[config.mk]
export PLATFORM = sky130hd
export DESIGN_NAME = serial_eeprom_slave
export DESIGN_NICKNAME = d
export VERILOG_FILES = /design/src/rtl/eeprom_slave_pkg.sv /design/src/rtl/twi_line_sync.sv /design/src/rtl/twi_slave_engine.sv /design/src/rtl/write_commit_buffer.sv /design/src/rtl/eeprom_cell_array.sv /design/src/rtl/serial_eeprom_slave.sv
export SDC_FILE = /design/constraint.sdc
export NUM_CORES = 2
export LEC_CHECK = 0
export CAP_MARGIN = 0
export CELL_PAD_IN_SITES_DETAIL_PLACEMENT = 1
export CELL_PAD_IN_SITES_GLOBAL_PLACEMENT = 1
export CORE_ASPECT_RATIO = 1.1
export CORE_MARGIN = 2
export CORE_UTILIZATION = 55
export CTS_BUF_LIST = sky130_fd_sc_hd__clkbuf_2 sky130_fd_sc_hd__clkbuf_4 sky130_fd_sc_hd__clkbuf_8
export DETAILED_ROUTE_END_ITERATION = 8
export PLACE_DENSITY_LB_ADDON = 0.25
export RECOVER_POWER = 50
export SLEW_MARGIN = 10
export SYNTH_ARGS = -nofsm -noshare
export SYNTH_HDL_FRONTEND = slang
export SYNTH_SLANG_ARGS = --single-unit
[constraint.sdc]
create_clock -name clk -period 4.8 [get_ports clk]
set_input_delay 0.96 -clock clk [delete_from_list [all_inputs] [get_ports clk]]
set_output_delay 0.96 -clock clk [all_outputs]
set_load 0.03 [all_outputs]
[src/rtl/eeprom_slave_pkg.sv]
// Shared types for the serial EEPROM slave.
// Assumes a byte-oriented bus (8 data bits per transfer).
package eeprom_slave_pkg;

    localparam int BYTE_W = 8;
    localparam logic [3:0] DEV_TYPE_CODE = 4'b1010;

    typedef enum logic [2:0] {
        ST_IDLE,   // waiting for START
        ST_RX,     // shifting in a byte from the master
        ST_ACK,    // slave drives or withholds the acknowledge
        ST_TX,     // shifting out a read byte
        ST_RACK    // sampling the master's acknowledge
    } eng_state_t;

    typedef enum logic [1:0] {
        K_DEV,
        K_WORD,
        K_DATA
    } byte_kind_t;

endpackage

[src/rtl/twi_line_sync.sv]
// Synchronises the bus clock and data lines into clk and derives edge and
// START/STOP events. Assumes the bus period is many system clocks long.
module twi_line_sync #(
    parameter int SYNC_STAGES = 2
) (
    input  logic clk,
    input  logic rst_n,
    input  logic scl_i,
    input  logic sda_i,
    output logic scl_s,
    output logic sda_s,
    output logic scl_rise,
    output logic scl_fall,
    output logic start_det,
    output logic stop_det
);

    logic [SYNC_STAGES-1:0] scl_pipe;
    logic [SYNC_STAGES-1:0] sda_pipe;
    logic                   scl_prev;
    logic                   sda_prev;

    // Shift both lines through the synchroniser chain; idle bus is high.
    always_ff @(posedge clk) begin
        if (!rst_n) begin
            scl_pipe <= '1;
            sda_pipe <= '1;
            scl_prev <= 1'b1;
            sda_prev <= 1'b1;
        end else begin
            scl_pipe <= {scl_pipe[SYNC_STAGES-2:0], scl_i};
            sda_pipe <= {sda_pipe[SYNC_STAGES-2:0], sda_i};
            scl_prev <= scl_s;
            sda_prev <= sda_s;
        end
    end

    // Event decode from the current and previous synchronised samples.
    always_comb begin
        scl_s     = scl_pipe[SYNC_STAGES-1];
        sda_s     = sda_pipe[SYNC_STAGES-1];
        scl_rise  = scl_s & ~scl_prev;
        scl_fall  = ~scl_s & scl_prev;
        start_det = scl_s & scl_prev & sda_prev & ~sda_s;
        stop_det  = scl_s & scl_prev & ~sda_prev & sda_s;
    end

endmodule

[src/rtl/twi_slave_engine.sv]
// Protocol engine: receives device, word and data bytes, drives acknowledges,
// shifts out read bytes and owns the address pointer. Assumes event inputs
// come from the line synchroniser and that wp is quasi-static.
module twi_slave_engine
    import eeprom_slave_pkg::*;
#(
    parameter int ADDR_W = 8
) (
    input  logic              clk,
    input  logic              rst_n,
    input  logic              scl_s,
    input  logic              sda_s,
    input  logic              scl_rise,
    input  logic              scl_fall,
    input  logic              start_det,
    input  logic              stop_det,
    input  logic [2:0]        addr_sel,
    input  logic              wp,
    input  logic              busy,
    input  logic [BYTE_W-1:0] rdata,
    output logic [ADDR_W-1:0] ptr,
    output logic              push,
    output logic [ADDR_W-1:0] push_addr,
    output logic [BYTE_W-1:0] push_data,
    output logic              clear_stage,
    output logic              commit_req,
    output logic              sda_oe
);

    localparam logic [3:0] BITS_PER_BYTE = 4'(BYTE_W);
    localparam logic [3:0] LAST_TX_BIT   = 4'(BYTE_W - 1);

    eng_state_t        st;
    byte_kind_t        kind;
    logic [3:0]        bitcnt;
    logic [BYTE_W-1:0] shreg;
    logic              rd_mode;
    logic              wr_session;
    logic              master_ack;
    logic              sda_oe_q;
    logic              byte_done;
    logic              dev_match;

    // Byte completion and device-byte decode.
    always_comb begin
        byte_done   = (st == ST_RX) && scl_fall && (bitcnt == BITS_PER_BYTE);
        dev_match   = (shreg[7:4] == DEV_TYPE_CODE) && (shreg[3:1] == addr_sel) && !busy;
        push        = byte_done && (kind == K_DATA) && !wp;
        push_addr   = ptr;
        push_data   = shreg;
        clear_stage = start_det;
        commit_req  = stop_det && wr_session;
        sda_oe      = sda_oe_q;
    end

    // Main protocol sequencer; START and STOP take priority over bit events.
    always_ff @(posedge clk) begin
        if (!rst_n) begin
            st         <= ST_IDLE;
            kind       <= K_DEV;
            bitcnt     <= '0;
            shreg      <= '0;
            rd_mode    <= 1'b0;
            wr_session <= 1'b0;
            master_ack <= 1'b0;
            sda_oe_q   <= 1'b0;
            ptr        <= '0;
        end else if (start_det) begin
            st         <= ST_RX;
            kind       <= K_DEV;
            bitcnt     <= '0;
            sda_oe_q   <= 1'b0;
            wr_session <= 1'b0;
        end else if (stop_det) begin
            st         <= ST_IDLE;
            sda_oe_q   <= 1'b0;
            wr_session <= 1'b0;
        end else begin
            case (st)
                ST_RX: begin
                    if (scl_rise && bitcnt != BITS_PER_BYTE) begin
                        shreg  <= {shreg[BYTE_W-2:0], sda_s};
                        bitcnt <= bitcnt + 4'd1;
                    end else if (byte_done) begin
                        case (kind)
                            K_DEV: begin
                                if (dev_match) begin
                                    sda_oe_q   <= 1'b1;
                                    st         <= ST_ACK;
                                    rd_mode    <= shreg[0];
                                    wr_session <= ~shreg[0];
                                end else begin
                                    st <= ST_IDLE;
                                end
                            end
                            K_WORD: begin
                                ptr      <= shreg[ADDR_W-1:0];
                                sda_oe_q <= 1'b1;
                                st       <= ST_ACK;
                            end
                            default: begin
                                ptr      <= ptr + 1'b1;
                                sda_oe_q <= 1'b1;
                                st       <= ST_ACK;
                            end
                        endcase
                    end
                end
                ST_ACK: begin
                    if (scl_fall) begin
                        bitcnt <= '0;
                        if (kind == K_DEV && rd_mode) begin
                            shreg    <= rdata;
                            sda_oe_q <= ~rdata[BYTE_W-1];
                            ptr      <= ptr + 1'b1;
                            st       <= ST_TX;
                        end else begin
                            sda_oe_q <= 1'b0;
                            st       <= ST_RX;
                            kind     <= (kind == K_DEV) ? K_WORD : K_DATA;
                        end
                    end
                end
                ST_TX: begin
                    if (scl_fall) begin
                        if (bitcnt == LAST_TX_BIT) begin
                            sda_oe_q <= 1'b0;
                            st       <= ST_RACK;
                        end else begin
                            shreg    <= {shreg[BYTE_W-2:0], 1'b0};
                            sda_oe_q <= ~shreg[BYTE_W-2];
                            bitcnt   <= bitcnt + 4'd1;
                        end
                    end
                end
                ST_RACK: begin
                    if (scl_rise) begin
                        master_ack <= ~sda_s;
                    end else if (scl_fall) begin
                        if (master_ack) begin
                            shreg    <= rdata;
                            sda_oe_q <= ~rdata[BYTE_W-1];
                            ptr      <= ptr + 1'b1;
                            bitcnt   <= '0;
                            st       <= ST_TX;
                        end else begin
                            st <= ST_IDLE;
                        end
                    end
                end
                default: ;
            endcase
        end
    end

    // a START always restarts reception with a fresh device byte.
    assert_start_restarts_R2: assert property (@(posedge clk) disable iff (!rst_n)
        start_det |=> (st == ST_RX && kind == K_DEV && bitcnt == 4'd0));

    // no device acknowledge while a write cycle is running.
    assert_nack_while_busy_R7: assert property (@(posedge clk) disable iff (!rst_n)
        (st == ST_ACK && kind == K_DEV && busy) |-> !sda_oe_q);

    // pointer either steps by one (wrapping) or is loaded from a word byte.
    assert_ptr_step_R9: assert property (@(posedge clk) disable iff (!rst_n)
        (ptr != $past(ptr)) |->
            (ptr == ADDR_W'($past(ptr) + 1'b1) || $past(byte_done && kind == K_WORD)));

    // the output enable only moves while the synchronised clock is low.
    assert_oe_on_low_R11: assert property (@(posedge clk) disable iff (!rst_n)
        (sda_oe_q != $past(sda_oe_q)) |-> !$past(scl_s));

endmodule

[src/rtl/write_commit_buffer.sv]
// Holds write bytes until STOP, then runs the timed write cycle and drains
// the held bytes into the array one per clock. Assumes WRITE_CYCLES >= DEPTH.
module write_commit_buffer #(
    parameter int ADDR_W       = 8,
    parameter int DATA_W       = 8,
    parameter int DEPTH        = 16,
    parameter int WRITE_CYCLES = 5000
) (
    input  logic              clk,
    input  logic              rst_n,
    input  logic              push,
    input  logic [ADDR_W-1:0] push_addr,
    input  logic [DATA_W-1:0] push_data,
    input  logic              clear,
    input  logic              commit_req,
    output logic              busy,
    output logic [$clog2(DEPTH+1)-1:0] count,
    output logic              mem_we,
    output logic [ADDR_W-1:0] mem_waddr,
    output logic [DATA_W-1:0] mem_wdata
);

    localparam int IDX_W  = $clog2(DEPTH + 1);
    localparam int SLOT_W = (DEPTH > 1) ? $clog2(DEPTH) : 1;
    localparam int TMR_W  = $clog2(WRITE_CYCLES + 1);
    localparam logic [IDX_W-1:0] FULL     = IDX_W'(DEPTH);
    localparam logic [TMR_W-1:0] TMR_LAST = TMR_W'(WRITE_CYCLES - 1);

    logic [ADDR_W-1:0] addr_q [DEPTH];
    logic [DATA_W-1:0] data_q [DEPTH];
    logic [IDX_W-1:0]  idx;
    logic [TMR_W-1:0]  timer;

    // Drain port toward the array while the write cycle runs.
    always_comb begin
        mem_we    = busy && (idx < count);
        mem_waddr = addr_q[idx[SLOT_W-1:0]];
        mem_wdata = data_q[idx[SLOT_W-1:0]];
    end

    // Staging, commit start, drain and write-cycle timing.
    always_ff @(posedge clk) begin
        if (!rst_n) begin
            busy  <= 1'b0;
            count <= '0;
            idx   <= '0;
            timer <= '0;
            for (int i = 0; i < DEPTH; i++) begin
                addr_q[i] <= '0;
                data_q[i] <= '0;
            end
        end else if (busy) begin
            if (idx < count) begin
                idx <= idx + 1'b1;
            end
            if (timer == TMR_LAST) begin
                busy  <= 1'b0;
                count <= '0;
                idx   <= '0;
            end else begin
                timer <= timer + 1'b1;
            end
        end else if (commit_req) begin
            if (count != '0) begin
                busy  <= 1'b1;
                timer <= '0;
                idx   <= '0;
            end
        end else if (clear) begin
            count <= '0;
        end else if (push && count < FULL) begin
            addr_q[count[SLOT_W-1:0]] <= push_addr;
            data_q[count[SLOT_W-1:0]] <= push_data;
            count <= count + 1'b1;
        end
    end

endmodule

[src/rtl/eeprom_cell_array.sv]
// Register-file memory: one synchronous write port, one asynchronous read
// port. All cells clear on reset.
module eeprom_cell_array #(
    parameter int DEPTH  = 256,
    parameter int DATA_W = 8,
    parameter int ADDR_W = $clog2(DEPTH)
) (
    input  logic              clk,
    input  logic              rst_n,
    input  logic              we,
    input  logic [ADDR_W-1:0] waddr,
    input  logic [DATA_W-1:0] wdata,
    input  logic [ADDR_W-1:0] raddr,
    output logic [DATA_W-1:0] rdata
);

    logic [DATA_W-1:0] cells [DEPTH];

    // Write port with synchronous clear.
    always_ff @(posedge clk) begin
        if (!rst_n) begin
            for (int i = 0; i < DEPTH; i++) begin
                cells[i] <= '0;
            end
        end else if (we) begin
            cells[waddr] <= wdata;
        end
    end

    // Read port follows the pointer directly.
    always_comb rdata = cells[raddr];

endmodule

[src/rtl/serial_eeprom_slave.sv]
// Top level of the two-wire EEPROM slave: line synchroniser, protocol
// engine, write staging with timed commit, and the memory array.
// Assumes scl_i/sda_i are asynchronous and wp/addr_sel are quasi-static.
module serial_eeprom_slave
    import eeprom_slave_pkg::*;
#(
    parameter int MEM_DEPTH    = 256,
    parameter int WBUF_DEPTH   = 16,
    parameter int WRITE_CYCLES = 5000,
    parameter int SYNC_STAGES  = 2
) (
    input  logic       clk,
    input  logic       rst_n,
    input  logic       scl_i,
    input  logic       sda_i,
    output logic       sda_oe,
    input  logic [2:0] addr_sel,
    input  logic       wp
);

    localparam int ADDR_W = $clog2(MEM_DEPTH);
    localparam int CNT_W  = $clog2(WBUF_DEPTH + 1);

    logic              scl_s, sda_s, scl_rise, scl_fall, start_det, stop_det;
    logic              busy, push, clear_stage, commit_req, mem_we;
    logic [ADDR_W-1:0] ptr, push_addr, mem_waddr;
    logic [BYTE_W-1:0] push_data, mem_wdata, rdata;
    logic [CNT_W-1:0]  stg_count;

    twi_line_sync #(.SYNC_STAGES(SYNC_STAGES)) u_sync (
        .clk(clk), .rst_n(rst_n), .scl_i(scl_i), .sda_i(sda_i),
        .scl_s(scl_s), .sda_s(sda_s), .scl_rise(scl_rise), .scl_fall(scl_fall),
        .start_det(start_det), .stop_det(stop_det)
    );

    twi_slave_engine #(.ADDR_W(ADDR_W)) u_engine (
        .clk(clk), .rst_n(rst_n), .scl_s(scl_s), .sda_s(sda_s),
        .scl_rise(scl_rise), .scl_fall(scl_fall),
        .start_det(start_det), .stop_det(stop_det),
        .addr_sel(addr_sel), .wp(wp), .busy(busy), .rdata(rdata),
        .ptr(ptr), .push(push), .push_addr(push_addr), .push_data(push_data),
        .clear_stage(clear_stage), .commit_req(commit_req), .sda_oe(sda_oe)
    );

    write_commit_buffer #(
        .ADDR_W(ADDR_W), .DATA_W(BYTE_W),
        .DEPTH(WBUF_DEPTH), .WRITE_CYCLES(WRITE_CYCLES)
    ) u_stage (
        .clk(clk), .rst_n(rst_n), .push(push), .push_addr(push_addr),
        .push_data(push_data), .clear(clear_stage), .commit_req(commit_req),
        .busy(busy), .count(stg_count), .mem_we(mem_we),
        .mem_waddr(mem_waddr), .mem_wdata(mem_wdata)
    );

    eeprom_cell_array #(.DEPTH(MEM_DEPTH), .DATA_W(BYTE_W), .ADDR_W(ADDR_W)) u_array (
        .clk(clk), .rst_n(rst_n), .we(mem_we), .waddr(mem_waddr),
        .wdata(mem_wdata), .raddr(ptr), .rdata(rdata)
    );

    // a write cycle only begins on the clock after a detected STOP.
    assert_commit_on_stop_R5: assert property (@(posedge clk) disable iff (!rst_n)
        $rose(busy) |-> $past(stop_det));

    // the staging count grows only when write protect was low.
    assert_wp_blocks_stage_R6: assert property (@(posedge clk) disable iff (!rst_n)
        (stg_count > $past(stg_count)) |-> !$past(wp));

endmodule

; Word level (Yosys, flattened, before mapping)
; Memories as Yosys holds them, arrays and structs flattened. A register that Yosys moved wholly into a read port is not among the register bits.
; Index checks and enable logic that the tools add are counted.
[word_totals]
out_inout_bits = 1
memories = 3
regBits = 59
ram_bits = 2304
word_cells = 218
inputBits = 8
[memory_table]
columns = memory, depth, width, read_ports, rd_ports_with_merged_regs, wr, line
row1 = u_array.cells, 256, 8, 1, 1, 256, eeprom_cell_array.sv:17  ; logic [DATA_W-1:0] cells [DEPTH];
row2 = u_stage.addr_q, 16, 8, 1, 1, 16, write_commit_buffer.sv:29  ; logic [ADDR_W-1:0] addr_q [DEPTH];
row3 = u_stage.data_q, 16, 8, 1, 1, 16, write_commit_buffer.sv:30  ; logic [DATA_W-1:0] data_q [DEPTH];
[op_classes]
magnitude_cmp = 2
bitwise_logic = 19
mux = 96
addsub = 5
eq_ne = 36
reduce_logical = 39
[ops]
columns = cell, n
row1 = $mux 8, 21
row2 = $mux 13, 4
row3 = $mux 4, 13
row4 = $mux 5, 10
row5 = $pmux 8 s4, 1
row6 = $mux 1, 30
row7 = $pmux 8 s3, 1
row8 = $reduce_or 8->1, 3
row9 = $reduce_and 11->1, 2
row10 = $mux 3, 7
row11 = $ne 4x2->1 const B, 5
row12 = $reduce_and 9->1, 2
row13 = $ne 2x1->1 const B, 8
row14 = $pmux 4 s4, 1
row15 = $pmux 8 s2, 1
row16 = $reduce_and 8->1, 2
row17 = $ne 2x2->1 const B, 7
row18 = $add 13x1->13 const B, 1
row19 = $eq 13x13->1 const B, 1
row20 = $not 1->1, 12
row21 = $pmux 3 s4, 1
row22 = $logic_and 1x1->1, 11
row23 = $add 5x1->5 const B, 2
row24 = $mux 2, 5
row25 = other kinds (31), 46

; Depth between registers and ports, before layout
[logic_depth]
ltp_word = 15
mapped_depth = 14
mapped_depth_nobuf = 10

; Hierarchy
; A second synthesis with hierarchy kept.
[unflattened]
cells_unflattened = 7793
hier_area_um2 = 111019.0
[modules_own_cells]
columns = mod, cells_per_inst, n_inst, area_each_um2, seq_area_each_um2
row1 = eeprom_cell_array, 6677, 1, 95841.9, 61499.0
row2 = write_commit_buffer, 853, 1, 12952.4, 8247.9
row3 = twi_slave_engine, 247, 1, 2034.5, 580.6
row4 = twi_line_sync, 16, 1, 190.2, 120.1

; Worst setup path before layout
; Ideal clock, no wire load.
[synth_path]
path_kind = reg-to-reg
startpoint = reg with a tool-made name
endpoint = mem u_array.cells[130][0], enable pin
t_arrival_ns = 3.297
path_slack_ns = 1.119
setup_time_ns = 0.384
path_stages_with_launch = 13
n_path_buf = 6
period_less_slack_ns = 3.681
t_required_ns = 4.416
cell_sequence = dfxtp_1 > buf_6 > buf_6 > buf_8 > buf_8 > buf_8 > mux4_2 > mux2_2 > o31ai_4 > and2_4 > nand2_4 > clkbuf_1 > o21ai_0
[synth_lines]
columns = element, line
row1 = "end, declared", eeprom_cell_array.sv:17

==> out/metrics.cfg <==
[run_status]
status = finished with violations
violations = max-capacitance violations, max-slew violations

[clocking]
postCtsSetupRepairBufs = 0
cts_hold_buf = 0
cts_buffers = 388
cts-resized-gates = 0
cts_root_buf = clkbuf_8
cts_buffer_depth = 4
insertion_delay_ps = 1130
cts_tree = yes
path_clk_slew_ps = 60
htreeDepth = 5
cts.sinks = 2375

[sta]
timing.slew.headroom_pct = -35.9
fin_skew_ps = 87.6
finalCriticalPeriod_ps = 4560
setup_viol_count_final = 0
slew_viol_final = 105
fmax_mhz = 219
rsz0062_at_grt = false
tns_ps = 0
hold_viol = 0
worst_pin_slew_ps = 2040
period_share_pct = 95.0

[floorplanning]
core_um2 = 191000
rows = 168
ios = 9
die_w_um = 422
dieArea_um2 = 196000
start_util_pct = 55.5
die_h_um = 464

[setup_path]
path_delay_family = simple AND/OR/NAND/NOR gates
path_class = flip-flop to flip-flop
setup.worst_path.start_class = flip-flop
timing.rr.end = u_array.cells[142][1]$_SDFFCE_PN0P_
slowest_stage = o21ai_2
cp_data_arrival_time_ps = 5360
ff2ff_setup_slack_ps = 240
reg2reg_depth = 6
crit_fanout = 28
end_kind = flip-flop
path_cells = buf_4 > mux4_2 > mux2_2 > o21ai_2 > or2_0 > nor2_1
critical_path_buf_inv_count = 1
cp.required_ps = 5600
cp_slowest_stage_delay_ps = 1030

[final_layout]
layoutNonFillerInstCount = 10200
drive_gt1_share_pct = 23.2
nets = 7400
syn2layout_area_growth_pct = 9.94
fill_cells = 17900

[grt]
overflow = 0
grt_pass1_vias = 70000
grt_pass1_wl_um = 481000
antenna_found_initial = 24
grt_max_degree = 129
globalRouteTotalUtil_pct = 33.6

[logic_synthesis]
async_reset_ff_share_pct = 0
synth_edf_count = 2304
netlist_area_um2 = 106000
synth_ff_type = edfxtp_1
yosys_register_bits = 2375
synth_fp_nets = 7306
ys_seq_area_share_pct = 66.7
synth.avg_cell_area_um2 = 14.5
syn_inst = 7285
ys_types = 74
synth_warnings = 0

[drt]
dr.pass1.iters = 5
route.detailed.drc = 0
routed_wl_um = 330000
drt-initial-drc-count = 8589
routed_via_density = 6.56
wl_per_cell_um = 32.2
detail-route-antenna-nets = 0
vias = 67100

[power]
finalPower_mw = 42.9
irDropWorstVdd_mv = 0.338
p_per_area_nw_per_um2 = 368
p_leak_nw = 37.3

[placement]
place_inst = 9537
portBuffers = 8
place_congestion = 0.873
dp_hpwl_um = 216000

[hold_path]
holdCritStartpoint = rst_n
hold_depth = 2
min_to = u_sync.scl_pipe[0]$_SDFF_PN1_
worstHoldPathType = input port to flip-flop

[flow_run]
cap_violations = 3

==> worst max path at each step <==
stage | startpoint | to | slack [ps] | cells after the start
floorplan | flip-flop | u_array.cells[130][0]$_SDFFCE_PN0P_ | 1120 | 12
global placement | flip-flop | u_array.cells[92][6]$_SDFFCE_PN0P_ | 200 | 6
detailed placement | flip-flop | u_array.cells[189][1]$_SDFFCE_PN0P_ | 360 | 6
CTS | flip-flop | u_array.cells[189][5]$_SDFFCE_PN0P_ | 300 | 6
global route | flip-flop | u_array.cells[248][5]$_SDFFCE_PN0P_ | 140 | 12
finish | flip-flop | u_array.cells[142][1]$_SDFFCE_PN0P_ | 240 | 6
==> power by group <==
part | leakage, nW | switching (mW) | total [mW] | internal, mW
logic | 9.34 | 1.34 | 2.14 | 0.802
clock network | 3.81 | 8.15 | 17.1 | 8.96
registers | 24.2 | 0.263 | 23.6 | 23.4
total | 37.3 | 9.74 | 42.9 | 33.1
==> per-stage QoR <==
step,setup slack (ps),area (um^2),utilization (%),hold slack [ps]
final,239,116000,61.0,192
after CTS,302,117000,61.3,124
after floorplan,1120,106000,-,386
after detailed placement,364,110000,57.5,399
after global placement,197,110000,57.5,396
after global routing,138,116000,61.0,185
==> placed cells by master (no fill, tap or decap), drive strengths merged, types with 8 or more instances in the layout <==
cell / count
a211oi: 13
a21oi: 41
a22oi: 16
a31oi: 15
and2: 163
buf: 349
clkbuf: 672
clkinv: 122
clkinvlp: 8
dfxtp: 71
diode: 28
edfxtp: 2304
ha: 13
inv: 17
mux2: 26
mux2i: 62
mux4: 685
nand2: 156
nand2b: 37
nand3: 38
nand3b: 8
nor2: 2130
nor2b: 25
nor3: 116
nor3b: 9
nor4: 35
o21ai: 277
o22ai: 20
o31ai: 9
or2: 112
or3: 18
xnor2: 9
xor2: 8
==> synthesized netlist by cell type (4+ instances only) <==
cell type / count / area, um^2
dfxtp_1: 71 / 1420
and2_1: 152 / 951
or2_2: 112 / 701
buf_6: 62 / 698
nor3_1: 116 / 581
edfxtp_1: 2304 / 69200
nand2b_1: 37 / 231
a21o_1: 6 / 45.0
mux4_2: 685 / 15400
clkbuf_1: 443 / 1660
mux2i_1: 62 / 621
nor4_1: 33 / 206
and3_1: 5 / 31.3
buf_2: 221 / 1110
o21ai_0: 266 / 1330
buf_4: 23 / 173
a22oi_1: 16 / 120
o211ai_1: 7 / 52.6
o22ai_1: 20 / 125
xnor2_1: 9 / 78.8
a311oi_1: 4 / 35.0
nand3b_1: 8 / 60.1
nor2_1: 2129 / 7990
nor2b_1: 25 / 156
nand2_2: 8 / 50.1
nand2_1: 140 / 526
inv_1: 15 / 56.3
a211oi_1: 13 / 97.6
o31ai_4: 5 / 106
nor3b_1: 8 / 60.1
clkinv_1: 8 / 30.0
o21ai_1: 11 / 55.1
buf_1: 31 / 116
nand4_1: 6 / 37.5
or3_1: 18 / 113
nand3_1: 38 / 190
a21oi_1: 41 / 205
a31oi_1: 15 / 93.8
ha_1: 13 / 163
and2_4: 8 / 70.1
xor2_1: 8 / 70.1
a32o_1: 6 / 60.1
mux2_2: 25 / 282
nand2_4: 8 / 90.1
==> sequential cells by signal, indices dropped and copies added (netlist names), 2 cells and up, named ones only <==
| register | cells |
|---|---|
| u_array.cells | 2048 |
| u_engine.bitcnt | 4 |
| u_engine.kind | 2 |
| u_engine.ptr | 8 |
| u_engine.push_data | 8 |
| u_engine.st | 3 |
| u_stage.addr_q | 128 |
| u_stage.count | 5 |
| u_stage.data_q | 128 |
| u_stage.idx | 5 |
| u_stage.timer | 13 |
| u_sync.scl_pipe | 2 |
| u_sync.sda_pipe | 2 |
==> metal layers <==
layer	track usage [%]	share of wire, %	wire (um)
met3	6.65	9.4	31100
met1	43.3	36	118000
met5	0	0.014	46
met2	55.6	50	164000
met4	15.1	4.9	16000
==> cells by family after synthesis <==
kind of cell / Yosys count / synth area share [%]
AO/OA/AOI/OAI: 435 / 2.41
XOR/XNOR: 17 / 0.141
adder cells (fa/ha/maj): 13 / 0.154
buffers and inverters: 807 / 3.68
flip-flops: 2375 / 66.7
multiplexers: 773 / 15.4
AND/OR/NAND/NOR: 2865 / 11.5
==> layout make-up <==
type,instances,area [um^2],area share [%]
clock inverter,127,646,0.555
timing repair buffer,487,3660,3.15
inverter,24,97.6,0.0838
antenna,28,70.1,0.0602
sequential,2375,70600,60.7
clock buffer,541,6560,5.63
tap,2550,3190,2.74
multi-input combinational,4103,31600,27.1
Note: power is estimated with default switching activity, not from simulation.
